===== config.mk =====
export PLATFORM = sky130hd
export DESIGN_NAME = can_fault_confine
export DESIGN_NICKNAME = d
export VERILOG_FILES = /design/src/rtl/can_fc_pkg.sv /design/src/rtl/can_fc_counters.sv /design/src/rtl/can_fc_status.sv /design/src/rtl/can_fc_irq.sv /design/src/rtl/can_fault_confine.sv
export SDC_FILE = /design/constraint.sdc
export NUM_CORES = 1
export LEC_CHECK = 0
export ABC_CLOCK_PERIOD_IN_PS = 2280
export BUFFER_PORTS_ARGS = -buffer_cell sky130_fd_sc_hd__clkbuf_2
export CORE_ASPECT_RATIO = 0.9
export CORE_MARGIN = 8
export CORE_UTILIZATION = 50
export CTS_CLUSTER_DIAMETER = 120
export DETAILED_ROUTE_END_ITERATION = 10
export PLACE_DENSITY = 0.77
export SLEW_MARGIN = 0
export SYNTH_ARGS = -nofsm -noshare
export SYNTH_HDL_FRONTEND = slang
export SYNTH_HIERARCHICAL = 1
export SYNTH_SLANG_ARGS = --single-unit

===== constraint.sdc =====
create_clock -name clk_i -period 2.28 [get_ports clk_i]
set_input_delay 0.342 -clock clk_i [delete_from_list [all_inputs] [get_ports clk_i]]
set_output_delay 0.342 -clock clk_i [all_outputs]
set_load 0.02 [all_outputs]

===== src/rtl/can_fc_pkg.sv =====
package can_fc_pkg;
  typedef enum logic [1:0] {
    SEL_EWL  = 2'd0,
    SEL_TEC  = 2'd1,
    SEL_REC  = 2'd2,
    SEL_NONE = 2'd3
  } cfg_sel_e;

  localparam int IRQ_WARN = 0;
  localparam int IRQ_PASS = 1;
  localparam int IRQ_N    = 2;
endpackage


===== src/rtl/can_fc_counters.sv =====
module can_fc_counters
  import can_fc_pkg::*;
#(
  parameter int CNT_W       = 8,
  parameter int STEP_W      = 4,
  parameter int EWL_RST     = 96,
  parameter int TEC_PARK    = 127,
  parameter int RECOV_COUNT = 128
) (
  input  logic             clk_i,
  input  logic             rst_ni,
  input  logic             tec_inc_i,
  input  logic [STEP_W-1:0] tec_step_i,
  input  logic             tec_dec_i,
  input  logic             rec_inc_i,
  input  logic [STEP_W-1:0] rec_step_i,
  input  logic             rec_dec_i,
  input  logic             idle11_i,
  input  logic             listen_only_i,
  input  logic             mode_wr_i,
  input  logic             mode_reset_i,
  input  logic             wr_en_i,
  input  logic [1:0]       wr_sel_i,
  input  logic [CNT_W-1:0] wr_data_i,
  output logic [CNT_W-1:0] tec_o,
  output logic [CNT_W-1:0] rec_o,
  output logic [CNT_W-1:0] ewl_o,
  output logic             reset_mode_o,
  output logic             bus_off_o
);
  localparam int RC_W = (RECOV_COUNT > 1) ? $clog2(RECOV_COUNT) : 1;

  logic [CNT_W-1:0] tec_q, rec_q, ewl_q;
  logic             rm_q, bo_q;
  logic [RC_W-1:0]  rcnt_q;
  logic [CNT_W:0]   tec_sum, rec_sum;
  logic             wr_ok, wr_tec, wr_rec, wr_ewl;
  logic             busoff_hit, recov_tick, recov_done;

  assign tec_sum    = {1'b0, tec_q} + (CNT_W+1)'(tec_step_i);
  assign rec_sum    = {1'b0, rec_q} + (CNT_W+1)'(rec_step_i);
  assign wr_ok      = wr_en_i && rm_q;
  assign wr_tec     = wr_ok && (wr_sel_i == SEL_TEC);
  assign wr_rec     = wr_ok && (wr_sel_i == SEL_REC);
  assign wr_ewl     = wr_ok && (wr_sel_i == SEL_EWL);
  assign busoff_hit = tec_inc_i && !rm_q && !bo_q && tec_sum[CNT_W];
  assign recov_tick = bo_q && !rm_q && idle11_i;
  assign recov_done = recov_tick && (rcnt_q == RC_W'(RECOV_COUNT-1));

  always_ff @(posedge clk_i or negedge rst_ni) begin
    if (!rst_ni) begin
      tec_q  <= '0;
      rec_q  <= '0;
      ewl_q  <= CNT_W'(EWL_RST);
      rm_q   <= 1'b1;
      bo_q   <= 1'b0;
      rcnt_q <= '0;
    end else begin
      // TEC
      if (wr_tec)                 tec_q <= wr_data_i;
      else if (busoff_hit)        tec_q <= CNT_W'(TEC_PARK);
      else if (recov_done)        tec_q <= '0;
      else if (recov_tick)        tec_q <= (tec_q != '0) ? tec_q - 1'b1 : tec_q;
      else if (!rm_q && !bo_q) begin
        if (tec_inc_i)                   tec_q <= tec_sum[CNT_W-1:0];
        else if (tec_dec_i && tec_q != '0) tec_q <= tec_q - 1'b1;
      end
      // REC keeps counting in reset mode and bus-off unless listen-only
      if (wr_rec)                 rec_q <= wr_data_i;
      else if (busoff_hit)        rec_q <= '0;
      else if (!listen_only_i) begin
        if (rec_inc_i)                   rec_q <= rec_sum[CNT_W] ? '1 : rec_sum[CNT_W-1:0];
        else if (rec_dec_i && rec_q != '0) rec_q <= rec_q - 1'b1;
      end
      if (wr_ewl) ewl_q <= wr_data_i;
      if (busoff_hit)      rm_q <= 1'b1;
      else if (mode_wr_i)  rm_q <= mode_reset_i;
      if (busoff_hit)      bo_q <= 1'b1;
      else if (recov_done) bo_q <= 1'b0;
      if (busoff_hit || recov_done) rcnt_q <= '0;
      else if (recov_tick)          rcnt_q <= rcnt_q + 1'b1;
    end
  end

  assign tec_o        = tec_q;
  assign rec_o        = rec_q;
  assign ewl_o        = ewl_q;
  assign reset_mode_o = rm_q;
  assign bus_off_o    = bo_q;

  assert_tec_hold_R3: assert property (@(posedge clk_i) disable iff (!rst_ni)
    (rm_q && !wr_tec) |=> $stable(tec_q));
  assert_rec_listen_R4: assert property (@(posedge clk_i) disable iff (!rst_ni)
    (listen_only_i && !busoff_hit && !wr_rec) |=> $stable(rec_q));
  assert_busoff_park_R7: assert property (@(posedge clk_i) disable iff (!rst_ni)
    $rose(bo_q) |-> (tec_q == CNT_W'(TEC_PARK) && rec_q == '0 && rm_q));
  assert_recov_end_R8: assert property (@(posedge clk_i) disable iff (!rst_ni)
    $fell(bo_q) |-> (tec_q == '0 && !rm_q));
  assert_busoff_rm_R12: assert property (@(posedge clk_i) disable iff (!rst_ni)
    busoff_hit |=> rm_q);
endmodule


===== src/rtl/can_fc_status.sv =====
module can_fc_status #(
  parameter int CNT_W       = 8,
  parameter int PASSIVE_LVL = 128
) (
  input  logic             clk_i,
  input  logic             rst_ni,
  input  logic [CNT_W-1:0] tec_i,
  input  logic [CNT_W-1:0] rec_i,
  input  logic [CNT_W-1:0] ewl_i,
  input  logic             reset_mode_i,
  input  logic             bus_off_i,
  output logic             err_status_o,
  output logic             err_passive_o,
  output logic             warn_chg_o,
  output logic             pass_chg_o
);
  logic err_q, pas_q, err_prev_q, pas_prev_q, bus_prev_q;

  always_ff @(posedge clk_i or negedge rst_ni) begin
    if (!rst_ni) begin
      err_q      <= 1'b0;
      pas_q      <= 1'b0;
      err_prev_q <= 1'b0;
      pas_prev_q <= 1'b0;
      bus_prev_q <= 1'b0;
    end else begin
      // Frozen in reset mode so presets act only once the node runs
      if (!reset_mode_i) begin
        err_q <= (tec_i >= ewl_i) || (rec_i >= ewl_i);
        pas_q <= (tec_i >= CNT_W'(PASSIVE_LVL)) || (rec_i >= CNT_W'(PASSIVE_LVL));
      end
      err_prev_q <= err_q;
      pas_prev_q <= pas_q;
      bus_prev_q <= bus_off_i;
    end
  end

  assign err_status_o  = err_q;
  assign err_passive_o = pas_q;
  assign warn_chg_o    = (err_q ^ err_prev_q) | (bus_off_i ^ bus_prev_q);
  assign pass_chg_o    = pas_q ^ pas_prev_q;

  assert_status_frozen_R5: assert property (@(posedge clk_i) disable iff (!rst_ni)
    reset_mode_i |=> ($stable(err_q) && $stable(pas_q)));
  assert_passive_warn_R6: assert property (@(posedge clk_i) disable iff (!rst_ni)
    (!reset_mode_i && ewl_i <= CNT_W'(PASSIVE_LVL) && (tec_i >= CNT_W'(PASSIVE_LVL))) |=> (pas_q && err_q));
endmodule


===== src/rtl/can_fc_irq.sv =====
module can_fc_irq
  import can_fc_pkg::*;
(
  input  logic             clk_i,
  input  logic             rst_ni,
  input  logic [IRQ_N-1:0] event_i,
  input  logic [IRQ_N-1:0] en_i,
  input  logic             ack_i,
  output logic [IRQ_N-1:0] flags_o
);
  logic [IRQ_N-1:0] flag_q;

  for (genvar g = 0; g < IRQ_N; g++) begin : g_flag
    always_ff @(posedge clk_i or negedge rst_ni) begin
      if (!rst_ni) flag_q[g] <= 1'b0;
      else         flag_q[g] <= (flag_q[g] && !ack_i) || (event_i[g] && en_i[g]);
    end

    assert_irq_hold_R11: assert property (@(posedge clk_i) disable iff (!rst_ni)
      (flag_q[g] && !ack_i) |=> flag_q[g]);
    assert_irq_gate_R9: assert property (@(posedge clk_i) disable iff (!rst_ni)
      !en_i[g] |=> !$rose(flag_q[g]));
  end

  assign flags_o = flag_q;
endmodule


===== src/rtl/can_fault_confine.sv =====
module can_fault_confine
  import can_fc_pkg::*;
#(
  parameter int CNT_W       = 8,
  parameter int STEP_W      = 4,
  parameter int EWL_RST     = 96,
  parameter int PASSIVE_LVL = 128,
  parameter int TEC_PARK    = 127,
  parameter int RECOV_COUNT = 128
) (
  input  logic              clk_i,
  input  logic              rst_ni,
  input  logic              tec_inc_i,
  input  logic [STEP_W-1:0] tec_step_i,
  input  logic              tec_dec_i,
  input  logic              rec_inc_i,
  input  logic [STEP_W-1:0] rec_step_i,
  input  logic              rec_dec_i,
  input  logic              idle11_i,
  input  logic              listen_only_i,
  input  logic              mode_wr_i,
  input  logic              mode_reset_i,
  input  logic              wr_en_i,
  input  logic [1:0]        wr_sel_i,
  input  logic [CNT_W-1:0]  wr_data_i,
  input  logic [IRQ_N-1:0]  irq_en_i,
  input  logic              irq_ack_i,
  output logic [CNT_W-1:0]  tec_o,
  output logic [CNT_W-1:0]  rec_o,
  output logic [CNT_W-1:0]  ewl_o,
  output logic              reset_mode_o,
  output logic              bus_status_o,
  output logic              err_status_o,
  output logic              err_passive_o,
  output logic [IRQ_N-1:0]  irq_flags_o,
  output logic              irq_o
);
  logic [CNT_W-1:0] tec, rec, ewl;
  logic             rm, bo, warn_chg, pass_chg;
  logic [IRQ_N-1:0] events;

  can_fc_counters #(
    .CNT_W(CNT_W), .STEP_W(STEP_W), .EWL_RST(EWL_RST),
    .TEC_PARK(TEC_PARK), .RECOV_COUNT(RECOV_COUNT)
  ) i_counters (
    .clk_i, .rst_ni, .tec_inc_i, .tec_step_i, .tec_dec_i,
    .rec_inc_i, .rec_step_i, .rec_dec_i, .idle11_i, .listen_only_i,
    .mode_wr_i, .mode_reset_i, .wr_en_i, .wr_sel_i, .wr_data_i,
    .tec_o(tec), .rec_o(rec), .ewl_o(ewl), .reset_mode_o(rm), .bus_off_o(bo)
  );

  can_fc_status #(.CNT_W(CNT_W), .PASSIVE_LVL(PASSIVE_LVL)) i_status (
    .clk_i, .rst_ni, .tec_i(tec), .rec_i(rec), .ewl_i(ewl),
    .reset_mode_i(rm), .bus_off_i(bo),
    .err_status_o, .err_passive_o, .warn_chg_o(warn_chg), .pass_chg_o(pass_chg)
  );

  always_comb begin
    events           = '0;
    events[IRQ_WARN] = warn_chg;
    events[IRQ_PASS] = pass_chg;
  end

  can_fc_irq i_irq (
    .clk_i, .rst_ni, .event_i(events), .en_i(irq_en_i), .ack_i(irq_ack_i),
    .flags_o(irq_flags_o)
  );

  assign tec_o        = tec;
  assign rec_o        = rec;
  assign ewl_o        = ewl;
  assign reset_mode_o = rm;
  assign bus_status_o = bo;
  assign irq_o        = |irq_flags_o;

  assert_irq_or_R11: assert property (@(posedge clk_i) disable iff (!rst_ni)
    irq_o == (irq_flags_o != '0));
endmodule


# After elaboration in Yosys (flattened, before gate mapping)
# Index checks and enable logic that the tools add are counted.
# Widths: inputs -> output; s select.
totals:
  regBits: 40
  in_bits: 32
  out_inout_bits: 31
  wordCells: 88
classes:
  n_addsub: 5
  magnitude_cmp: 4
  n_eq_ne: 5
  mux: 20
  bitwise: 4
  n_reduce_logical: 37
op_table:
  columns: ["operator", "n"]
  rows:
  - ["$mux 8", 14]
  - ["$add 8x4->9", 2]
  - ["$logic_and 1x1->1", 17]
  - ["$ge 8x8->1", 2]
  - ["$ge 8x8->1 const B", 2]
  - ["$reduce_bool 8->1", 2]
  - ["$sub 8x1->8 const B", 2]
  - ["$mux 7", 2]
  - ["$add 7x1->7 const B", 1]
  - ["$eq 7x7->1 const B", 1]
  - ["$reduce_bool 2->1", 3]
  - ["$reduce_bool 6->1", 1]
  - ["$logic_or 1x1->1", 5]
  - ["$ne 5x3->1 const B", 1]
  - ["$reduce_bool 5->1", 1]
  - ["$mux 1", 4]
  - ["$reduce_bool 4->1", 1]
  - ["$logic_not 1->1", 3]
  - ["$ne 3x1->1 const B", 1]
  - ["$reduce_and 3->1", 1]
  - ["$xor 1x1->1", 3]
  - ["$eq 2x1->1 const B", 1]
  - ["$eq 2x2->1 const B", 1]
  - ["$logic_not 2->1", 1]
  - ["3 further kinds", 3]

# Depth between registers and ports, before layout
logic_depth:
  ltp_word: 9
  mapped_depth: 10
  depth_no_buf: 9

# By module
# Netlist, hierarchy kept.
by_module_without_submodules:
  columns: ["module", "instances", "cells_per_inst", "area_each_um2", "seq_area_each_um2"]
  rows:
  - ["can_fc_counters", 1, 274, 2448.6, 829.5]
  - ["can_fc_status", 1, 60, 551.8, 125.1]
  - ["can_fc_irq", 1, 8, 78.8, 50.0]
  - ["can_fault_confine", 1, 1, 6.3, 0.0]

# Worst setup path before layout
# No wires, ideal clock.
synth_path:
  path_kind: "register -> register"
  from: "reg i_counters.tec_q[0] (netlist: i_counters/tec_o[0])"
  to: "reg i_counters.tec_q[5] (netlist: i_counters/tec_o[5])"
  setup_ns: 0.123
  arrival_time_ns: 2.505
  required_ns: 2.157
  path_slack_ns: -0.349
  stages_incl_launch_ff: 11
  path_buffers: 1
  period_less_slack_ns: 2.629
  path_cell_list: "dfrtp_1 ha_1 inv_1 fa_1 nand2b_1 a2111oi_4 nor3b_2 or2_1 buf_6 o32ai_2 nor2_1"
synth_via:
  elab_chain_len: 8
  elab_cells_between_ends: 17
  cone_classes: "add/sub (2); eq/ne (1); mux (8); reduce/logical (6)"
synth_lines:
  columns: ["item", "line_no", "text"]
  rows:
  - ["start, declared", "can_fc_counters.sv:33", "logic [CNT_W-1:0] tec_q, rec_q, ewl_q;"]
  - ["start signal, assigned", "can_fc_counters.sv:60", "if (wr_tec) tec_q <= wr_data_i;"]
  - ["start signal, assigned", "can_fc_counters.sv:61", "else if (busoff_hit) tec_q <= CNT_W'(TEC_PARK);"]
  - ["start signal, assigned", "can_fc_counters.sv:63", "else if (recov_tick) tec_q <= (tec_q != '0) ? tec_q - 1'b1 : tec_q;"]
  - ["$sub 8x1->8", "can_fc_counters.sv:63, can_fc_counters.sv:66", null]
  - ["$mux 8", "can_fc_counters.sv:66", "else if (tec_dec_i && tec_q != '0) tec_q <= tec_q - 1'b1;"]
  - ["$mux 8", "can_fc_counters.sv:65", "if (tec_inc_i) tec_q <= tec_sum[CNT_W-1:0];"]
  - ["$mux 8", "can_fc_counters.sv:64", "else if (!rm_q && !bo_q) begin"]
  - ["$mux 8", "can_fc_counters.sv:63", null]
  - ["$mux 8", "can_fc_counters.sv:62", "else if (recov_done) tec_q <= '0;"]
  - ["$mux 8", "can_fc_counters.sv:61", null]
  - ["$mux 8", "can_fc_counters.sv:60", null]
# Several ways; a longest one is shown, not always the timed one. The select of a mux whose other input is x is not followed.
# A chain may end at the register's enable or synchronous reset.

# Final worst setup path
layout_path:
  from: "reg i_counters.tec_q[0] (netlist: i_counters/tec_o[0])"
  to: "reg i_counters.tec_q[1] (netlist: i_counters/tec_o[1])"
# The elaborated chain is that of the path after synthesis.

==> qor.yml <==
worstSetupPathType: "register to register"
cp_max_fo: 7
utilization: 0.667
synth_ff_type: "dfrtp_1"
max_stage_delay_ns: 0.41
path_clk_slew_ns: 0.08
cp.arrival_ns: 2.49
final_nets: 507
power.density_nw_per_um2: 1140
rsz0062_at_grt: "true"
ant_nets: 0
worst_slack_ns: -0.00431
antenna_found_initial: 0
firstDrtPassIters: 5
yosys_warnings: 6
synth-seq-cells: 40
wire_per_inst_um: 17.0
leakagePower_uw: 0.00192
synth_top_area_cell: "dfrtp_1"
required_ns: 2.48
clk_latency_ns: 0.30
synth_nets: 405
syn_inst: 343
finalCritPeriodShare: 1.00
synth_top_cells_by_count: "dfrtp_1, nand2_1, nor2_1, ha_1, inv_1"
max_freq_mhz: 438
dp_hpwl_mm: 6.79
routabilityCongestion: 0.928
layout-drive-gt1-share: 0.359
start_util: 0.510
violations: "setup timing"
critical_path.top_delay_family: "compound AO/OA/AOI/OAI gates"
ios: 63
critPathSlowestCell: "dfrtp_2"
core_um2: 6050
status: "finished, violations left"
antennaDiodeCount: 0
grt_use_total: 0.197
routed_wl_mm: 8.79
grt_max_degree: 20
fin_worst_skew_ns: 0.00847
viasPerCell: 5.91
clockBufferDepth: 2
cts_tree: "built"
finalSetupViolations: 1
grt_pass1_wl_mm: 14.6
synth.area.top_cells: "dfrtp_1, ha_1, nand2_1"
htree_levels: 2
port_buffers: 62
grt_overflow: 0
hold_viol_final: 0
cts-root-buf: "clkbuf_8"
row_count: 27
drc_errors: 0
min_path_type: "primary input to async pin"
tightest_slew_ns: 0.544
cp-start-kind: "register"
cts_num_sinks: 40
synth_edf_count: 0
maxCapViolCount: 0
first_global_vias: 3089
max-vdd-ir-drop_uv: 631
ys_types: 65
synth_top_area_frac: 0.300
die_y_um: 90.5
tns_ns: -0.00431
die_area_um2: 8940
endpoint_kind: "register"
relSlewSlack: 0.638
die_w_um: 98.8
ys_seq_area_frac: 0.326
multi_input_area_um2: 2080
cts_made_buffers: 5
first_iter_violations: 243
worst-path-buf-inv: 2
regArea_um2: 1010
netlist_area_um2: 3090
syn_to_final_growth_pct: 30.7
slew_viol_final: 0
fill_cells: 485
async_flop_share: 1.00
synth.avg_cell_area_um2: 9.00
path_cells: "ha_4 > inv_2 > fa_2 > nand2b_4 > a2111oi_4 > nor3b_4 > or2_4 > buf_6 > o21ai_0"
fin_crit_ns: 2.28
vias: 3059
## metal layers
layer,routed length [um],GRT usage
met5,0,0
met4,134,0.0587
met3,579,0.0539
met2,4230,0.325
met1,3850,0.244
## kinds of logic (layout without fill, tap and decap cells)
family | count (synthesis) | count (layout) | share of synthesized area
AOI/OAI and AO/OA | 81 | 81 | 0.195
xor gates and xnor gates | 18 | 18 | 0.0511
adders and majority gates | 30 | 30 | 0.127
buffers and inverters | 30 | 133 | 0.0422
DFF | 40 | 40 | 0.326
muxes | 10 | 10 | 0.0357
and+or+nand+nor | 134 | 134 | 0.224
## cell usage in the layout, fill, tap and decap left out, types with 3 or more instances in the layout
cell type and n:
buf_4 37, ha_1 26, xor2_1 12, dfrtp_1 34, o221ai_1 6, xnor2_1 6, o21ai_2 3, nand2_1 36
a31oi_1 7, nor2_1 31, dfstp_2 3, buf_6 4, or3_1 3, mux2_2 8, a21oi_1 9, inv_1 19
clkbuf_2 62, dfrtp_2 3, nand4_1 6, o211ai_1 5, o21ai_1 3, nor3b_1 3, a211oi_1 3, nand3_1 13
clkbuf_8 6, a21o_1 3, o21ai_0 12, nor3_1 9
## per-stage QoR
step	hold slack (ns)	cell area, um2	power (uW)	std cells	setup WS [ns]
floorplan	0.0464	3120	2910	343	-0.166
global placement	0.332	3750	3720	504	-0.107
detailed placement	0.337	3750	3810	504	-0.144
CTS	0.00638	3930	4500	514	-0.00759
global route	0.0374	4030	4940	518	-0.0853
finish	0.0139	4030	4600	518	-0.00431
## sequential cells by signal (all words and copies together) (netlist names)
signal and flops:
i_counters/ewl_o 8, i_counters/rec_o 8, i_counters/tec_o 8, i_counters/rcnt_q 7, i_irq/flags_o 2, i_counters/bus_off_o 1
i_counters/reset_mode_o 1, i_status/bus_prev_q 1, i_status/err_passive_o 1, i_status/err_prev_q 1, i_status/err_status_o 1, i_status/pas_prev_q 1
## path summary, 6_finish.rpt
check,from,end,slack (ns),cells after the start
min,rst_ni,i_counters/tec_o[5],0.01,1
min in group clk_i,irq_ack_i,i_irq/flags_o[0],0.22,2
max in group asynchronous,rst_ni,i_counters/reset_mode_o,1.63,2
min reg2reg,i_status/err_passive_o,i_status/pas_prev_q,0.45,0
max reg2reg,i_counters/tec_o[0],i_counters/tec_o[1],-0.004,9
max,i_counters/tec_o[0],i_counters/tec_o[1],-0.004,9
## final cells by class
cell class	instances	area share
well taps	72	0.0223
clock inverters	2	0.00962
repair buffers	104	0.162
multi-input cells	273	0.515
clock buffers	6	0.0205
flip-flops and latches	40	0.250
inverters	21	0.0202
## power by group
| group | internal, uW | total, uW | switching (uW) | leakage [uW] |
|---|---|---|---|---|
| combinational | 1230 | 2770 | 1530 | 0.00137 |
| sequential | 947 | 1210 | 265 | 0.000481 |
| clock | 358 | 621 | 263 | 0.0000614 |
## what timing repair did
action,CTS,global route
hold buffers,0,0
buffers inserted,2,4
pin swaps,4,7
resized for setup,8,20
endpoints found under the setup margin,15,19
cloned,0,0
No activity file was read; power rests on OpenSTA's default activity.
